===== config.mk =====
export PLATFORM = sky130hd
export DESIGN_NAME = line_retire_ctrl
export DESIGN_NICKNAME = d
export VERILOG_FILES = /design/src/rtl/retire_pkg.sv /design/src/rtl/sat_counter.sv /design/src/rtl/retire_seq.sv /design/src/rtl/line_mask.sv /design/src/rtl/line_retire_ctrl.sv
export SDC_FILE = /design/constraint.sdc
export NUM_CORES = 1
export LEC_CHECK = 0
export ABC_AREA = 0
export BUFFER_PORTS_ARGS = -buffer_cell sky130_fd_sc_hd__buf_2
export CORE_MARGIN = 2
export CORE_UTILIZATION = 25
export CTS_CLUSTER_DIAMETER = 50
export CTS_CLUSTER_SIZE = 10
export DETAILED_ROUTE_END_ITERATION = 8
export PLACE_DENSITY = 0.57
export SETUP_SLACK_MARGIN = 0.4
export SLEW_MARGIN = 20
export SYNTH_ARGS = -nofsm -noshare
export SYNTH_HDL_FRONTEND = slang
export SYNTH_SLANG_ARGS = --single-unit

===== constraint.sdc =====
create_clock -name clk -period 2.35 [get_ports clk]
set_clock_uncertainty 0.2 [all_clocks]
set_input_delay 0.47 -clock clk [delete_from_list [all_inputs] [get_ports clk]]
set_output_delay 0.47 -clock clk [all_outputs]
set_load 0.005 [all_outputs]

===== src/rtl/retire_pkg.sv =====
package retire_pkg;
  typedef enum logic [1:0] {
    SEQ_IDLE  = 2'd0,
    SEQ_ISSUE = 2'd1,
    SEQ_WAIT  = 2'd2,
    SEQ_MOVE  = 2'd3
  } seq_state_t;
endpackage


===== src/rtl/sat_counter.sv =====
module sat_counter #(
  parameter int W = 8
) (
  input  logic         clk,
  input  logic         rst_n,
  input  logic         inc,
  output logic [W-1:0] count
);
  localparam logic [W-1:0] TOP = '1;

  always_ff @(posedge clk) begin
    if (!rst_n)                    count <= '0;
    else if (inc && count != TOP)  count <= count + 1'b1;
  end


  no_wrap_chk: assert property (@(posedge clk) disable iff (!rst_n)
    (count == TOP) |=> (count == TOP));
endmodule


===== src/rtl/retire_seq.sv =====
module retire_seq
  import retire_pkg::*;
#(
  parameter int IDX_W = 4
) (
  input  logic             clk,
  input  logic             rst_n,
  input  logic             start,
  input  logic [IDX_W-1:0] start_idx,
  output logic             busy,
  output logic             rd_req_valid,
  input  logic             rd_req_ready,
  output logic [IDX_W-1:0] rd_req_idx,
  input  logic             rd_rsp_valid,
  input  logic             rd_rsp_corr,
  input  logic             rd_rsp_uncorr,
  output logic             mv_req_valid,
  output logic [IDX_W-1:0] mv_req_idx,
  input  logic             mv_ack,
  output logic             retire_pulse,
  output logic             rsp_fatal
);
  seq_state_t       state;
  logic [IDX_W-1:0] line_q;

  always_ff @(posedge clk) begin
    if (!rst_n) begin
      state  <= SEQ_IDLE;
      line_q <= '0;
    end else begin
      unique case (state)
        SEQ_IDLE:  if (start) begin
                     state  <= SEQ_ISSUE;
                     line_q <= start_idx;
                   end
        SEQ_ISSUE: if (rd_req_ready) state <= SEQ_WAIT;
        SEQ_WAIT:  if (rd_rsp_valid)
                     state <= (rd_rsp_corr && !rd_rsp_uncorr) ? SEQ_MOVE : SEQ_IDLE;
        SEQ_MOVE:  if (mv_ack) state <= SEQ_IDLE;
        default:   state <= SEQ_IDLE;
      endcase
    end
  end

  assign busy         = (state != SEQ_IDLE);
  assign rd_req_valid = (state == SEQ_ISSUE);
  assign rd_req_idx   = line_q;
  assign mv_req_valid = (state == SEQ_MOVE);
  assign mv_req_idx   = line_q;
  assign retire_pulse = (state == SEQ_MOVE) && mv_ack;
  assign rsp_fatal    = (state == SEQ_WAIT) && rd_rsp_valid && rd_rsp_uncorr;


  rd_hold_chk: assert property (@(posedge clk) disable iff (!rst_n)
    (rd_req_valid && !rd_req_ready) |=> (rd_req_valid && $stable(rd_req_idx)));

  rd_drop_chk: assert property (@(posedge clk) disable iff (!rst_n)
    (rd_req_valid && rd_req_ready) |=> !rd_req_valid);

  mv_hold_chk: assert property (@(posedge clk) disable iff (!rst_n)
    (mv_req_valid && !mv_ack) |=> (mv_req_valid && $stable(mv_req_idx)));

  one_phase_chk: assert property (@(posedge clk) disable iff (!rst_n)
    $onehot0({rd_req_valid, mv_req_valid}));
endmodule


===== src/rtl/line_mask.sv =====
module line_mask #(
  parameter int NUM_LINES  = 16,
  parameter int MAX_RETIRE = 4,
  parameter int IDX_W      = 4,
  parameter int CNT_W      = 3
) (
  input  logic                 clk,
  input  logic                 rst_n,
  input  logic                 set,
  input  logic [IDX_W-1:0]     set_idx,
  output logic [NUM_LINES-1:0] disable_map,
  output logic [CNT_W-1:0]     retire_count,
  output logic                 at_cap
);
  localparam logic [CNT_W-1:0] CAP = CNT_W'(MAX_RETIRE);

  assign at_cap = (retire_count == CAP);

  genvar g;
  generate
    for (g = 0; g < NUM_LINES; g++) begin : g_bit
      always_ff @(posedge clk) begin
        if (!rst_n)                                          disable_map[g] <= 1'b0;
        else if (set && !at_cap && set_idx == IDX_W'(g))     disable_map[g] <= 1'b1;
      end
    end
  endgenerate

  always_ff @(posedge clk) begin
    if (!rst_n)              retire_count <= '0;
    else if (set && !at_cap) retire_count <= retire_count + 1'b1;
  end


  sticky_chk: assert property (@(posedge clk) disable iff (!rst_n)
    1'b1 |=> ((disable_map & $past(disable_map)) == $past(disable_map)));

  pop_match_chk: assert property (@(posedge clk) disable iff (!rst_n)
    $countones(disable_map) == int'(retire_count));

  cap_limit_chk: assert property (@(posedge clk) disable iff (!rst_n)
    int'(retire_count) <= MAX_RETIRE);
endmodule


===== src/rtl/line_retire_ctrl.sv =====
module line_retire_ctrl #(
  parameter int NUM_LINES  = 16,
  parameter int MAX_RETIRE = 4,
  parameter int DROP_W     = 8,
  localparam int IDX_W     = (NUM_LINES > 1) ? $clog2(NUM_LINES) : 1,
  localparam int CNT_W     = $clog2(MAX_RETIRE + 1)
) (
  input  logic                 clk,
  input  logic                 rst_n,
  input  logic                 evt_valid,
  input  logic [IDX_W-1:0]     evt_idx,
  input  logic                 evt_corr,
  input  logic                 evt_uncorr,
  output logic                 rd_req_valid,
  input  logic                 rd_req_ready,
  output logic [IDX_W-1:0]     rd_req_idx,
  input  logic                 rd_rsp_valid,
  input  logic                 rd_rsp_corr,
  input  logic                 rd_rsp_uncorr,
  output logic                 mv_req_valid,
  output logic [IDX_W-1:0]     mv_req_idx,
  input  logic                 mv_ack,
  output logic [NUM_LINES-1:0] disable_map,
  output logic [CNT_W-1:0]     retire_count,
  output logic [DROP_W-1:0]    drop_count,
  output logic                 fatal,
  output logic [IDX_W-1:0]     fatal_idx
);
  localparam logic [IDX_W:0] LINE_LIMIT = (IDX_W+1)'(NUM_LINES);

  logic busy, at_cap, retire_pulse, rsp_fatal;
  logic evt_is_fatal, evt_is_corr, in_range, line_off, start, drop_inc;

  assign evt_is_fatal = evt_valid && evt_uncorr;
  assign evt_is_corr  = evt_valid && evt_corr && !evt_uncorr;
  assign in_range     = ({1'b0, evt_idx} < LINE_LIMIT);
  assign line_off     = in_range ? disable_map[evt_idx] : 1'b1;
  assign start        = evt_is_corr && !busy && !at_cap && !line_off;
  assign drop_inc     = evt_is_corr && busy && !at_cap && !line_off;

  retire_seq #(.IDX_W(IDX_W)) u_seq (
    .clk(clk), .rst_n(rst_n), .start(start), .start_idx(evt_idx), .busy(busy),
    .rd_req_valid(rd_req_valid), .rd_req_ready(rd_req_ready), .rd_req_idx(rd_req_idx),
    .rd_rsp_valid(rd_rsp_valid), .rd_rsp_corr(rd_rsp_corr), .rd_rsp_uncorr(rd_rsp_uncorr),
    .mv_req_valid(mv_req_valid), .mv_req_idx(mv_req_idx), .mv_ack(mv_ack),
    .retire_pulse(retire_pulse), .rsp_fatal(rsp_fatal)
  );

  line_mask #(.NUM_LINES(NUM_LINES), .MAX_RETIRE(MAX_RETIRE), .IDX_W(IDX_W), .CNT_W(CNT_W)) u_mask (
    .clk(clk), .rst_n(rst_n), .set(retire_pulse), .set_idx(mv_req_idx),
    .disable_map(disable_map), .retire_count(retire_count), .at_cap(at_cap)
  );

  sat_counter #(.W(DROP_W)) u_drop (
    .clk(clk), .rst_n(rst_n), .inc(drop_inc), .count(drop_count)
  );

  always_ff @(posedge clk) begin
    if (!rst_n) begin
      fatal     <= 1'b0;
      fatal_idx <= '0;
    end else begin
      fatal <= evt_is_fatal || rsp_fatal;
      if (evt_is_fatal)   fatal_idx <= evt_idx;
      else if (rsp_fatal) fatal_idx <= rd_req_idx;
    end
  end


  fatal_pulse_chk: assert property (@(posedge clk) disable iff (!rst_n)
    (fatal && !$past(evt_valid && evt_uncorr) && !$past(rd_rsp_valid && rd_rsp_uncorr)) |-> 1'b0);

  start_req_chk: assert property (@(posedge clk) disable iff (!rst_n)
    (!busy && evt_valid && evt_corr && !evt_uncorr && in_range && !disable_map[evt_idx] && !at_cap)
      |=> (rd_req_valid && rd_req_idx == $past(evt_idx)));

  off_line_chk: assert property (@(posedge clk) disable iff (!rst_n)
    (!busy && evt_valid && line_off) |=> !rd_req_valid);
endmodule


==> results.md <==
* Via-to-Cell Ratio at 4.639
* Seq pwr share at 46.1%
* RSZ-0062 raised after global routing: true
* Slew Limit Fails at 0
* Seq/Total Area, Yosys at 42.22%
* Clk sinks at 38
* Skew-Pair Late Insertion Delay at 0.29 ns
* CTS max path bufs at 2
* Max Cap Viol at 0
* Hold Path End: u_drop.count[1]
* Clock transition at path regs at 0.08 ns
* Post-synthesis compound-gate area fraction at 17.50%
* Diode count at 0
* Root buffer cell: clkbuf_8
* Final HPWL DP at 3.614 mm
* Layout cells sized above 1 at 42.65%
* Worst-Margin Slew at 0.6708 ns
* Pint at 0.001124 W
* Power Total at 0.001432 W
* Area of the core at 6869 µm²
* Largest family of logic cells by synthesized area: simple AND/OR/NAND/NOR gates
* P per Cell Area at 573.5 nW/µm²
* CP endpoint kind: flip-flop
* Combinational share of power at 7.5%
* Fin Setup TNS at 0 ns
* DIE AREA at 7902 µm²
* Starting DRT DRC Count at 58
* Number of flops mapped to enable cells by yosys at 0
* Via count at 1707
* Peak fanout along the critical path at 5
* Number of global-route vias before repair at 1607
* Distinct cells, synth at 39
* Die height at 88.90 µm
* Hold_ws at 0.2566 ns
* Yosys reg bits at 38
* CTS tree: yes
* # port buffers at 55
* Post-Syn Area at 1802 µm²
* Main flop type after synthesis: dfxtp_1
* Syn-to-layout area delta at 38.61%
* Hold_sp: rst_n
* Peak supply drop at 0.0002221 V
* Rel. slew slack at 55.28%
* Final Cycle Share at 90.33%
* RR Startpoint: u_mask.disable_map[6]
* Switching share of total power at 21.55%
* Hold depth at 3
* Asr flop ratio synth at 0%
* Routed WL at 4.979 mm
* Status: complete, no violations
* Required @ worst endpoint at 2.36 ns
* Post-synthesis mux area share at 8.958%
* Simple-gate share of the synthesized area at 22.85%
* Final hold violations at 0
* Hold crit path type: in2reg
* Synth Instances at 202
* Fin crit period at 2.123 ns
* Adder-cell share of the synthesized area at 2.083%
* FMAX at 471.1 MHz
* Io pins at 56
* First-pass GRT wire length at 7.617 mm
* Reg2reg setup slack at 0.23 ns
* Starting Density at 26.23%
* Worst R2R Path Depth at 5
* Final worst setup slack at 0.2272 ns
* Wire length per cell at 13.53 µm
* DRT Pass-1 Iters at 4
* CP Launch Type: flip-flop
* Final Net Count at 288
* Clock power share at 46.4%
* Xor and xnor area share after synthesis at 0.9722%
* Final setup fails at 0
* Lkg Pwr at 1.094 nW
* Drt drc at 0
* Syn_nets at 219
* Num CTS Buffers at 5
* Rows at 30
* Cts hold-fix bufs at 0
* Dpl ws at -0.1100 ns
* Initial antenna violation count at 0
* Fin area at 2497 µm²
* Total routing usage reported by global routing at 12.75%
* CP arrival at 2.13 ns
* Post-route ant nets at 0
* CTS HTree Levels at 2
* Reg2reg end: u_drop.count[4]
* Final GP Congestion at 0.8372
* Avg Inst Size Synth at 8.919 µm²
* Yosys warns at 0
* Post-place instance area at 2190 µm²
* GRT overflow at 0
* P_sw at 0.0003087 W
* Largest net degree at the start of global routing at 17
* Critical path class: reg2reg
* Die X at 88.90 µm
[power by group through the flow]
stage / Sequential, W / Combinational, W / Clock [W]
3_5_place_dp: 0.000677 / 0.0000986 / 0
3_3_place_gp: 0.000677 / 0.0000979 / 0
2_1_floorplan: 0.000672 / 0.0000593 / 0
4_1_cts: 0.000660 / 0.000107 / 0.000682
6_report: 0.000660 / 0.000107 / 0.000665
5_1_grt: 0.000663 / 0.000118 / 0.000704
[layout by cell type (no fill, tap or decap), types with 3 or more instances in the layout]
master and n:
buf_2 54, nor2_1 30, dfxtp_1 28, a21oi_1 22, nand2_1 19, buf_4 18
dfxtp_2 9, nand3_1 6, o31ai_1 6, mux2i_1 6, or4_1 5, clkbuf_8 5
nor2b_1 4, a41oi_1 4, a311oi_1 4, inv_1 3, mux2_2 3, nand2b_1 3
mux4_2 3, buf_6 3
[worst max-delay path, stage by stage, from the launching register on]
cell and delay (ns):
dfxtp_2 0.33, mux4_2 0.49, a22oi_4 0.24, o211ai_4 0.14, or4_4 0.50, a21oi_2 0.13
[kinds of logic after synthesis]
kind of cell / Yosys count
simple gates: 84
compound gates: 45
flops: 38
buf+inv: 18
mux: 12
fa+ha+maj: 3
xor+xnor: 2
[per-layer routing]
layer | global-route usage (%) | wire length, µm
met5 | 0 | 0
met4 | 4.959 | 79
met3 | 3.416 | 261
met2 | 21.44 | 2367
met1 | 15.55 | 2270
[stage by stage]
| step | util, % | cells |
|---|---|---|
| floorplan | - | 202 |
| global placement | 31.88 | 349 |
| detailed placement | 31.88 | 349 |
| CTS | 35.79 | 366 |
| global route | 36.36 | 368 |
| finish | 36.36 | 368 |
[cells in the mapped netlist (2+ instances only)]
cell type | count | share of area, %
or4_1 | 6 | 2.5
clkbuf_1 | 8 | 1.7
mux2_2 | 3 | 1.9
nor3b_1 | 3 | 1.2
dfxtp_1 | 38 | 42
mux2i_1 | 6 | 3.3
a21oi_1 | 24 | 6.7
a311oi_1 | 4 | 1.9
and2_1 | 3 | 1.0
o31ai_1 | 6 | 2.5
nand3_1 | 6 | 1.7
a41oi_1 | 4 | 1.9
nor2_1 | 31 | 6.5
buf_4 | 4 | 1.7
buf_6 | 2 | 1.2
inv_1 | 3 | 0.62
nor3_1 | 2 | 0.56
ha_1 | 3 | 2.1
nand2_1 | 19 | 4.0
mux4_2 | 3 | 3.7
nand2b_1 | 3 | 1.0
nor2b_1 | 4 | 1.4
[registers in the layout (all words and copies together) (netlist names)]
signal and flops:
fatal 1, fatal_idx 4, u_drop.count 8, u_mask.disable_map 16, u_mask.retire_count 3, u_seq.mv_req_idx 4, u_seq.state 2
[timing repair]
action / 4_1_cts / 5_1_grt
pin swaps: 8 / 4
endpoints found under the setup margin: 12 / 25
resized for setup: 23 / 6
buffers inserted: 8 / 2
cloned: 1 / 0
[worst max path at each step]
stage | from | endpoint | slack (ns) | cells past startpoint
after CTS | u_mask.disable_map[6] | u_drop.count[4] | 0.22 | 5
final | u_mask.disable_map[6] | u_drop.count[4] | 0.23 | 5
after global placement | evt_idx[2] | u_drop.count[2] | -0.09 | 6
after global routing | u_mask.disable_map[6] | u_drop.count[7] | 0.16 | 5
after floorplan | evt_idx[2] | u_drop.count[5] | 0.04 | 7
after detailed placement | evt_idx[2] | u_drop.count[4] | -0.11 | 6
[cell type report]
| cell class | instances | area, µm² |
|---|---|---|
| Clock inverter | 3 | 68.82 |
| Sequential cell | 38 | 775.7 |
| Inverter | 4 | 15.01 |
| Timing Repair Buffer | 75 | 439.2 |
| Multi-Input combinational cell | 147 | 1010 |
| Tap cell | 96 | 120.1 |
| Fill cell | 718 | 4372 |
| Clock buffer | 5 | 68.82 |
Note: power is estimated with default switching activity, not from simulation.
